==> config.mk <==
export PLATFORM = sky130hd
export DESIGN_NAME = hdlc_tx_framer
export DESIGN_NICKNAME = d
export VERILOG_FILES = /design/src/rtl/hdlc_tx_pkg.sv /design/src/rtl/hdlc_tx_fifo.sv /design/src/rtl/hdlc_tx_datapath.sv /design/src/rtl/hdlc_tx_ctrl.sv /design/src/rtl/hdlc_tx_framer.sv
export SDC_FILE = /design/constraint.sdc
export NUM_CORES = 2
export LEC_CHECK = 0
export BUFFER_PORTS_ARGS = -buffer_cell sky130_fd_sc_hd__buf_4
export CORE_UTILIZATION = 55
export CTS_CLUSTER_SIZE = 16
export DETAILED_ROUTE_END_ITERATION = 7
export PLACE_DENSITY_LB_ADDON = 0.25
export SYNTH_ARGS = -nofsm -noshare
export SYNTH_HDL_FRONTEND = slang
export SYNTH_SLANG_ARGS = --single-unit
==> constraint.sdc <==
create_clock -name clk -period 7.1 [get_ports clk]
set_input_delay 0.71 -clock clk [delete_from_list [all_inputs] [get_ports clk]]
set_output_delay 0.71 -clock clk [all_outputs]
set_load 0.01 [all_outputs]
==> src/rtl/hdlc_tx_pkg.sv <==
package hdlc_tx_pkg;

  localparam logic [7:0]  FLAG_BYTE  = 8'h7E;
  localparam logic [7:0]  IDLE_BYTE  = 8'hFF;
  localparam logic [7:0]  ABORT_BYTE = 8'hFE;
  localparam logic [15:0] CRC_PRESET = 16'hFFFF;
  localparam logic [15:0] CRC_POLY_R = 16'h8408;  // x^16+x^12+x^5+1, bit-reflected

  typedef enum logic [2:0] {
    SEL_FILL   = 3'd0,
    SEL_FLAG   = 3'd1,
    SEL_ABORT  = 3'd2,
    SEL_DATA   = 3'd3,
    SEL_FCS_LO = 3'd4,
    SEL_FCS_HI = 3'd5
  } byteSel_e;

  typedef enum logic [2:0] {
    ST_FILL  = 3'd0,
    ST_OPEN  = 3'd1,
    ST_DATA  = 3'd2,
    ST_FCS1  = 3'd3,
    ST_FCS2  = 3'd4,
    ST_CLOSE = 3'd5,
    ST_ABORT = 3'd6,
    ST_DEAD  = 3'd7
  } txState_e;

  typedef struct packed {
    logic     load;     // a new byte enters the shifter
    byteSel_e sel;      // which byte
    logic     stuff;    // byte lies inside the stuffed region
    logic     pop;      // take the queue head
    logic     crcInit;  // preset the check register
    logic     crcUpd;   // fold the queue head into the check register
  } ctrlStrobe_t;

  // Fold one byte, LSB first, into a reflected CRC register.
  function automatic logic [15:0] crcFold(input logic [15:0] crcIn, input logic [7:0] din);
    logic [15:0] acc;
    acc = crcIn;
    for (int k = 0; k < 8; k++) begin
      if (acc[0] ^ din[k]) acc = (acc >> 1) ^ CRC_POLY_R;
      else                 acc = acc >> 1;
    end
    return acc;
  endfunction

endpackage

==> src/rtl/hdlc_tx_fifo.sv <==
module hdlc_tx_fifo #(
  parameter int DEPTH = 256,
  parameter int WIDTH = 9
) (
  input  logic                         clk,
  input  logic                         rst_n,
  input  logic                         clr,
  input  logic                         wrEn,
  input  logic [WIDTH-1:0]             wrWord,
  input  logic                         rdEn,
  output logic [WIDTH-1:0]             rdWord,
  output logic                         empty,
  output logic [$clog2(DEPTH):0]       level,
  output logic                         overflow
);
  localparam int AW = $clog2(DEPTH);
  localparam logic [AW:0]   FULL_CNT = (AW+1)'(DEPTH);
  localparam logic [AW-1:0] LAST_PTR = AW'(DEPTH - 1);

  logic [WIDTH-1:0] mem [DEPTH];
  logic [AW-1:0]    wrPtr, rdPtr;
  logic [AW:0]      count;
  logic             full, doWr, doRd;

  assign full   = (count == FULL_CNT);
  assign empty  = (count == '0);
  assign doWr   = wrEn && !full && !clr;
  assign doRd   = rdEn && !empty && !clr;
  assign rdWord = mem[rdPtr];
  assign level  = count;

  always_ff @(posedge clk) begin
    if (doWr) mem[wrPtr] <= wrWord;
  end

  always_ff @(posedge clk or negedge rst_n) begin
    if (!rst_n) begin
      wrPtr    <= '0;
      rdPtr    <= '0;
      count    <= '0;
      overflow <= 1'b0;
    end else if (clr) begin
      wrPtr    <= '0;
      rdPtr    <= '0;
      count    <= '0;
      overflow <= 1'b0;
    end else begin
      if (doWr) wrPtr <= (wrPtr == LAST_PTR) ? '0 : wrPtr + 1'b1;
      if (doRd) rdPtr <= (rdPtr == LAST_PTR) ? '0 : rdPtr + 1'b1;
      count <= count + (AW+1)'(doWr) - (AW+1)'(doRd);
      if (wrEn && full) overflow <= 1'b1;
    end
  end

  p_level_bound_r1: assert property (@(posedge clk) disable iff (!rst_n)
    count <= FULL_CNT);

  p_overflow_sticky_r1: assert property (@(posedge clk) disable iff (!rst_n)
    overflow && !clr |=> overflow);

  p_full_write_dropped_r1: assert property (@(posedge clk) disable iff (!rst_n)
    full && wrEn && !rdEn && !clr |=> count == FULL_CNT);

endmodule

==> src/rtl/hdlc_tx_datapath.sv <==
module hdlc_tx_datapath
  import hdlc_tx_pkg::*;
#(
  parameter int DEPTH    = 256,
  parameter int MARK_LVLS = 8
) (
  input  logic                   clk,
  input  logic                   rst_n,
  input  logic                   txReset,
  input  logic                   wrEn,
  input  logic [7:0]             wrData,
  input  logic                   wrEop,
  input  logic                   bitEn,
  input  logic                   stuffDefeat,
  input  logic                   crcInvert,
  input  logic                   fillSel,
  input  logic [2:0]             lowMarkSel,
  input  ctrlStrobe_t            stb,
  output logic                   byteDone,
  output logic                   fifoEmpty,
  output logic                   lastEop,
  output logic                   txBit,
  output logic                   overflow,
  output logic                   lowMark,
  output logic [$clog2(DEPTH):0] fillLevel
);
  localparam int LW        = $clog2(DEPTH) + 1;
  localparam int MARK_STEP = DEPTH / MARK_LVLS;
  localparam logic [2:0] RUN_MAX = 3'd5;

  logic [8:0]    headWord;
  logic [7:0]    shReg, nextByte;
  logic [3:0]    bitsLeft;
  logic [2:0]    onesCnt;
  logic          stuffOn, stuffNow;
  logic [15:0]   crcReg, fcsWord;
  logic [LW-1:0] markThresh;

  hdlc_tx_fifo #(.DEPTH(DEPTH), .WIDTH(9)) u_fifo (
    .clk      (clk),
    .rst_n    (rst_n),
    .clr      (txReset),
    .wrEn     (wrEn),
    .wrWord   ({wrEop, wrData}),
    .rdEn     (stb.pop),
    .rdWord   (headWord),
    .empty    (fifoEmpty),
    .level    (fillLevel),
    .overflow (overflow)
  );

  assign markThresh = LW'((32'(lowMarkSel) + 32'd1) * MARK_STEP);
  assign lowMark    = (fillLevel < markThresh);

  // Check sequence: the normal form is the complement of the register.
  assign fcsWord = crcInvert ? crcReg : ~crcReg;

  always_comb begin
    unique case (stb.sel)
      SEL_FLAG:   nextByte = FLAG_BYTE;
      SEL_ABORT:  nextByte = ABORT_BYTE;
      SEL_DATA:   nextByte = headWord[7:0];
      SEL_FCS_LO: nextByte = fcsWord[7:0];
      SEL_FCS_HI: nextByte = fcsWord[15:8];
      default:    nextByte = fillSel ? IDLE_BYTE : FLAG_BYTE;
    endcase
  end

  assign stuffNow = (onesCnt == RUN_MAX);
  assign byteDone = bitEn && !stuffNow && (bitsLeft == 4'd1);

  // Bit shifter with zero insertion.
  always_ff @(posedge clk or negedge rst_n) begin
    if (!rst_n) begin
      shReg    <= FLAG_BYTE;
      bitsLeft <= 4'd8;
      onesCnt  <= '0;
      stuffOn  <= 1'b0;
      txBit    <= 1'b1;
    end else if (txReset) begin
      shReg    <= FLAG_BYTE;
      bitsLeft <= 4'd8;
      onesCnt  <= '0;
      stuffOn  <= 1'b0;
      txBit    <= 1'b1;
    end else if (bitEn) begin
      if (stuffNow) begin
        txBit   <= 1'b0;
        onesCnt <= '0;
      end else begin
        txBit   <= shReg[0];
        onesCnt <= (stuffOn && !stuffDefeat && shReg[0]) ? onesCnt + 3'd1 : '0;
        if (byteDone) begin
          shReg    <= nextByte;
          bitsLeft <= 4'd8;
          stuffOn  <= stb.stuff;
        end else begin
          shReg    <= {1'b0, shReg[7:1]};
          bitsLeft <= bitsLeft - 4'd1;
        end
      end
    end
  end

  // Check register and end-of-packet tracking.
  always_ff @(posedge clk or negedge rst_n) begin
    if (!rst_n) begin
      crcReg  <= CRC_PRESET;
      lastEop <= 1'b0;
    end else if (txReset) begin
      crcReg  <= CRC_PRESET;
      lastEop <= 1'b0;
    end else begin
      if (stb.crcInit)     crcReg <= CRC_PRESET;
      else if (stb.crcUpd) crcReg <= crcFold(crcReg, headWord[7:0]);
      if (stb.crcInit)  lastEop <= 1'b0;
      else if (stb.pop) lastEop <= headWord[8];
    end
  end

  p_bit_hold_r11: assert property (@(posedge clk) disable iff (!rst_n)
    !bitEn && !txReset |=> $stable(txBit));

  p_run_limit_r3: assert property (@(posedge clk) disable iff (!rst_n)
    onesCnt <= RUN_MAX);

  p_no_stuff_defeated_r3: assert property (@(posedge clk) disable iff (!rst_n)
    stuffDefeat && $stable(stuffDefeat) && onesCnt == '0 && !txReset |=> onesCnt == '0);

  p_pop_needs_data_r7: assert property (@(posedge clk) disable iff (!rst_n)
    stb.pop |-> !fifoEmpty);

  p_shift_count_r2: assert property (@(posedge clk) disable iff (!rst_n)
    bitsLeft != 4'd0 && bitsLeft <= 4'd8);

endmodule

==> src/rtl/hdlc_tx_ctrl.sv <==
module hdlc_tx_ctrl
  import hdlc_tx_pkg::*;
(
  input  logic        clk,
  input  logic        rst_n,
  input  logic        txReset,
  input  logic        byteDone,
  input  logic        fifoEmpty,
  input  logic        lastEop,
  input  logic        crcDefeat,
  output ctrlStrobe_t stb,
  output logic        pktEnd,
  output logic        underrun
);
  txState_e state, nextState;
  logic     setUnder, endNow;

  always_comb begin
    stb       = '0;
    stb.load  = byteDone;
    stb.sel   = SEL_FILL;
    nextState = state;
    setUnder  = 1'b0;
    endNow    = 1'b0;
    if (byteDone) begin
      unique case (state)
        ST_FILL, ST_CLOSE: begin
          endNow = (state == ST_CLOSE);
          if (!fifoEmpty) begin
            stb.sel     = SEL_FLAG;
            stb.crcInit = 1'b1;
            nextState   = ST_OPEN;
          end else begin
            nextState   = ST_FILL;
          end
        end
        ST_OPEN, ST_DATA: begin
          if (state == ST_DATA && lastEop) begin
            if (crcDefeat) begin
              stb.sel   = SEL_FLAG;
              nextState = ST_CLOSE;
            end else begin
              stb.sel   = SEL_FCS_LO;
              stb.stuff = 1'b1;
              nextState = ST_FCS1;
            end
          end else if (!fifoEmpty) begin
            stb.sel    = SEL_DATA;
            stb.stuff  = 1'b1;
            stb.pop    = 1'b1;
            stb.crcUpd = 1'b1;
            nextState  = ST_DATA;
          end else begin
            stb.sel   = SEL_ABORT;
            setUnder  = 1'b1;
            nextState = ST_ABORT;
          end
        end
        ST_FCS1: begin
          stb.sel   = SEL_FCS_HI;
          stb.stuff = 1'b1;
          nextState = ST_FCS2;
        end
        ST_FCS2: begin
          stb.sel   = SEL_FLAG;
          nextState = ST_CLOSE;
        end
        default: begin
          nextState = ST_DEAD;
        end
      endcase
    end
  end

  always_ff @(posedge clk or negedge rst_n) begin
    if (!rst_n) begin
      state    <= ST_FILL;
      pktEnd   <= 1'b0;
      underrun <= 1'b0;
    end else if (txReset) begin
      state    <= ST_FILL;
      pktEnd   <= 1'b0;
      underrun <= 1'b0;
    end else begin
      state  <= nextState;
      pktEnd <= endNow;
      if (setUnder) underrun <= 1'b1;
    end
  end

  p_dead_holds_r8: assert property (@(posedge clk) disable iff (!rst_n)
    state == ST_DEAD && !txReset |=> state == ST_DEAD);

  p_dead_no_pop_r8: assert property (@(posedge clk) disable iff (!rst_n)
    state == ST_DEAD |-> !stb.pop);

  p_underrun_sticky_r7: assert property (@(posedge clk) disable iff (!rst_n)
    underrun && !txReset |=> underrun);

  p_pktend_pulse_r9: assert property (@(posedge clk) disable iff (!rst_n)
    pktEnd |=> !pktEnd);

  p_one_strobe_r4: assert property (@(posedge clk) disable iff (!rst_n)
    $onehot0({stb.crcInit, stb.crcUpd}));

endmodule

==> src/rtl/hdlc_tx_framer.sv <==
module hdlc_tx_framer
  import hdlc_tx_pkg::*;
#(
  parameter int DEPTH = 256
) (
  input  logic                   clk,
  input  logic                   rst_n,
  input  logic                   txReset,
  input  logic                   wrEn,
  input  logic [7:0]             wrData,
  input  logic                   wrEop,
  input  logic                   crcDefeat,
  input  logic                   stuffDefeat,
  input  logic                   crcInvert,
  input  logic                   fillSel,
  input  logic [2:0]             lowMarkSel,
  input  logic                   bitEn,
  output logic                   txBit,
  output logic                   pktEnd,
  output logic                   underrun,
  output logic                   overflow,
  output logic                   lowMark,
  output logic [$clog2(DEPTH):0] fillLevel
);
  ctrlStrobe_t stb;
  logic        byteDone, fifoEmpty, lastEop;

  hdlc_tx_ctrl u_ctrl (
    .clk       (clk),
    .rst_n     (rst_n),
    .txReset   (txReset),
    .byteDone  (byteDone),
    .fifoEmpty (fifoEmpty),
    .lastEop   (lastEop),
    .crcDefeat (crcDefeat),
    .stb       (stb),
    .pktEnd    (pktEnd),
    .underrun  (underrun)
  );

  hdlc_tx_datapath #(.DEPTH(DEPTH), .MARK_LVLS(8)) u_dp (
    .clk         (clk),
    .rst_n       (rst_n),
    .txReset     (txReset),
    .wrEn        (wrEn),
    .wrData      (wrData),
    .wrEop       (wrEop),
    .bitEn       (bitEn),
    .stuffDefeat (stuffDefeat),
    .crcInvert   (crcInvert),
    .fillSel     (fillSel),
    .lowMarkSel  (lowMarkSel),
    .stb         (stb),
    .byteDone    (byteDone),
    .fifoEmpty   (fifoEmpty),
    .lastEop     (lastEop),
    .txBit       (txBit),
    .overflow    (overflow),
    .lowMark     (lowMark),
    .fillLevel   (fillLevel)
  );

endmodule

==> qor.csv <==
stage,metric,value,unit
power,swShare,20.8,%
worst_setup_path,path_buf_inv,2,
clocking,clk_path_buf_depth,3,
yosys,synth_nets,4688,
sta,setup_viol,0,
clocking,cts_sinks,2369,
sta,finClkSkew,57.6,ps
power,power_switching,5840,µW
cells_and_area,syn_to_final_growth,10.3,%
clocking,htreeDepth,4,
cells_and_area,drive_gt1_share,20.9,%
sta,max_freq,191,MHz
clocking,numCtsBuffers,228,
clocking,clk_latency,920,ps
flow_run,drv_cap,0,
yosys,synth-xor-area-share,0.551,%
sta,max_slew.worst_pin.slew,1430,ps
clocking,cts_root_buf,clkbuf_16,
drt,drt_iter0_drc,7447,
sta,rsz0062_at_grt,no,
cells_and_area,design_area,104000,µm²
floorplanning,rows,151,
global_routing,grt_pass1_wl,354000,µm
power,power_density,271,nW/µm²
floorplanning,core_area,169000,µm²
place,place_worst_setup_slack,2060,ps
power,combPwrFrac,2.3,%
clocking,clk_pin_slew_worst_paths,60,ps
sta,postLayoutSetupSlackWorst,1880,ps
global_routing,antenna_found_initial,8,
worst_setup_path,required,7890,ps
min_path,hold_path_class,in2reg,
drt,drt_first_pass_iters,5,
cells_and_area,layout.nets,4788,
worst_setup_path,critPathMaxFanout,57,
place,dpl_cell_area,96200,µm²
place,place_congestion,0.922,
floorplanning,dieHeight,415,µm
drt,drc_errors,0,
worst_setup_path,regToRegStartpoint,u_dp.u_fifo.rdPtr[1]$_DFFE_PN0P_,
sta,maxSlewHeadroom,4.42,%
sta,whs,140,ps
cells_and_area,post-route-util,61.2,%
worst_setup_path,rrSetupSlack,1880,ps
power,pwr-share-clk,42.9,%
yosys,yosysUniqueCellTypes,77,
drt,wl_per_cell,35.2,µm
yosys,syn_inst,4641,
sta,finalCritPeriodShare,73.6,%
yosys,synth_compound_area_share,3.57,%
worst_setup_path,critPathArrivalTime,6010,ps
global_routing,grt_pass1_vias,47000,
worst_setup_path,critPathTopFamily,compound AO/OA/AOI/OAI gates,
drt,vias_per_cell,6.80,
floorplanning,io_pins,35,
sta,finalMaxSlewViolations,0,
power,internal-power,22300,µW
worst_setup_path,worst_path_largest_cell_delay,970,ps
yosys,ys_ff_latch,2369,
clocking,postCtsSetupRepairBufs,0,
worst_setup_path,cp-startpoint,u_dp.u_fifo.rdPtr[1]$_DFFE_PN0P_,
min_path,min_from,bitEn,
floorplanning,die_w,415,µm
drt,via_count,48700,
power,ir_worst_vdd,0.222,mV
sta,tns,0,ps
place,portBuffers,34,
worst_setup_path,path_cells,"buf_12, buf_4, mux4_2, nor2_1, o21ai_0, o311ai_0, nor3_1, o311ai_0, o21ai_0, nor2_1, xor3_1, xor2_1, a21oi_1",
worst_setup_path,worstSetupStartpointType,register,
power,share_seq_of_total_power,54.8,%
yosys,synth-adder-area-share,0.354,%
floorplanning,start_util,55.5,%
yosys,synth-async-reset-ratio,2.74,%
yosys,synth_top_family_by_area,multiplexers,
yosys,synthMuxAreaShare,15.2,%
worst_setup_path,worstSetupPathType,reg2reg,
floorplanning,fp.dieArea,173000,µm²
yosys,syn-cell-area,94000,µm²
sta,hold_viol,0,
drt,wl,252000,µm
run_status,outcome,finished clean,
drt,drtAntennaViolNets,0,
power,p_leak,0.0314,µW
yosys,synth_flop_cell,edfxtp_1,
clocking,cts_tree,built,
yosys,synth_edf_count,2304,
global_routing,track_usage,29.1,%
worst_setup_path,crit_slowest_cell,dfrtp_4,
sta,min_period,5220,ps
worst_setup_path,cp-end-kind,register,
place,dpl.hpwl,152000,µm
yosys,synth.avg_cell_area,20.3,µm²
yosys,seq_area_frac_synth,75.4,%
global_routing,grt_max_degree,177,
yosys,synth_simple_gate_area_share,2.76,%
yosys,yosysWarnings,0,
global_routing,overflow,0,
worst reg2reg max path: cells and delay by family (launching register included):
family,cells,cell delay (ps)
and+or+nand+nor,3,600
AOI/OAI and AO/OA,5,1650
DFF,1,970
buffers and inverters,2,870
xor gates and xnor gates,2,510
muxes,1,560
path summary, 6_finish.rpt:
check	to	cells after the start
min reg2reg	u_dp.shReg[2]$_DFFE_PN1P_	2
min in group asynchronous	u_ctrl.underrun$_DFFE_PN0P_	2
min	u_dp.onesCnt[2]$_DFFE_PN0P_	4
max	u_dp.crcReg[3]$_DFFE_PN1P_	13
max in group asynchronous	u_dp.u_fifo.rdPtr[1]$_DFFE_PN0P_	2
max reg2reg	u_dp.crcReg[3]$_DFFE_PN1P_	13
synth_stat cells, types with 12 or more instances:
cell type,instances,area share [%]
buf_1,12,0.048
o22ai_1,21,0.14
buf_2,48,0.26
mux2_2,15,0.18
nand2b_1,15,0.10
dfstp_2,24,0.67
clkbuf_1,94,0.38
nand3_1,34,0.18
buf_6,44,0.53
edfxtp_1,2304,74
nor2_1,351,1.4
a21oi_1,76,0.40
buf_4,41,0.33
a221o_1,21,0.22
a31oi_1,16,0.11
xnor2_1,33,0.31
a211oi_1,26,0.21
nand2_1,134,0.54
o21ai_0,83,0.44
ha_1,25,0.33
mux2i_1,296,3.2
nor2b_1,20,0.13
buf_8,21,0.34
nor3_1,25,0.13
a221oi_1,59,0.55
inv_1,24,0.096
dfrtp_1,41,1.1
mux4_2,489,12
a22oi_1,64,0.51
xor2_1,12,0.11
per-layer routing:
layer / wire [µm] / vias to the layer above / track usage (%)
li1: - / 19300 / -
met1: 98100 / 25500 / 42.4
met2: 113000 / 3267 / 42.6
met3: 28900 / 580 / 6.82
met4: 11700 / 6 / 12.5
met5: 35 / - / 0
metrics by stage:
step	std cells	total power [µW]
2_1_floorplan	4641	16000
5_1_grt	7155	28700
3_5_place_dp	6728	16300
6_report	7160	28100
4_1_cts	7155	28200
3_3_place_gp	6727	16300
power by group through the flow:
stage	Combinational (µW)	Clock (µW)	Sequential (µW)
6_report	647	12000	15400
5_1_grt	702	12600	15400
4_1_cts	644	12100	15400
3_5_place_dp	642	0	15700
3_3_place_gp	624	0	15700
2_1_floorplan	263	0	15700
sequential cells by signal, indices dropped and copies added, names as in the netlist:
name,cells
u_dp.crcReg,16
u_dp.bitsLeft,4
u_ctrl.pktEnd,1
u_dp.u_fifo.mem,2304
u_dp.shReg,8
u_dp.lastEop,1
u_dp.u_fifo.wrPtr,8
u_dp.txBit,1
u_dp.u_fifo.level,9
u_ctrl.state,3
u_dp.stuffOn,1
u_dp.u_fifo.overflow,1
u_dp.onesCnt,3
u_ctrl.underrun,1
u_dp.u_fifo.rdPtr,8
layout make-up:
type	instances	area (µm²)
flip-flops and latches	2369	70900
multi-input cells	1973	21200
inverters	27	109
well taps	2218	2780
fillers	11600	65800
diodes	5	12.5
repair buffers	142	1350
clock inverters	146	1510
clock buffers	280	5920
layout by cell type (no fill, tap or decap), types with 7 or more instances in the layout:
master,Yosys,final
nand3_1,34,34
nor3_1,25,25
mux2_2,15,15
o21ai_0,83,83
clkinv_1,1,48
xor2_1,12,12
o22ai_1,21,21
edfxtp_1,2304,2304
a221o_1,21,21
a21oi_1,76,76
a22o_1,11,11
clkinv_2,0,55
a211oi_1,26,26
ha_1,25,25
clkbuf_16,0,228
o31ai_1,10,10
nand2_1,134,131
clkinv_16,0,9
nor2_1,351,344
xnor2_1,33,33
mux4_2,489,489
nand2b_1,15,15
dfrtp_1,41,36
clkbuf_8,0,11
nor2b_1,20,16
a221oi_1,59,59
o2111ai_1,9,9
mux2i_1,296,296
dfstp_2,24,24
buf_12,8,18
o211ai_1,11,11
buf_4,41,114
nor4_1,7,7
a31oi_1,16,16
clkbuf_1,94,50
bufinv_16,0,20
a22oi_1,64,64
inv_1,24,24
cells by family after synthesis:
group                    after synthesis
flip-flops                          2369
AND/OR/NAND/NOR                      617
XOR/XNOR                              51
AO/OA/AOI/OAI                        473
adder cells (fa/ha/maj)               26
multiplexers                         806
buffers and inverters                299
timing repair:
item / 4_1_cts / 5_1_grt
resized for setup: 0 / 0
hold endpoints to repair: 41 / 0
hold buffers: 1 / 0
No activity file was read; power rests on OpenSTA's default activity.
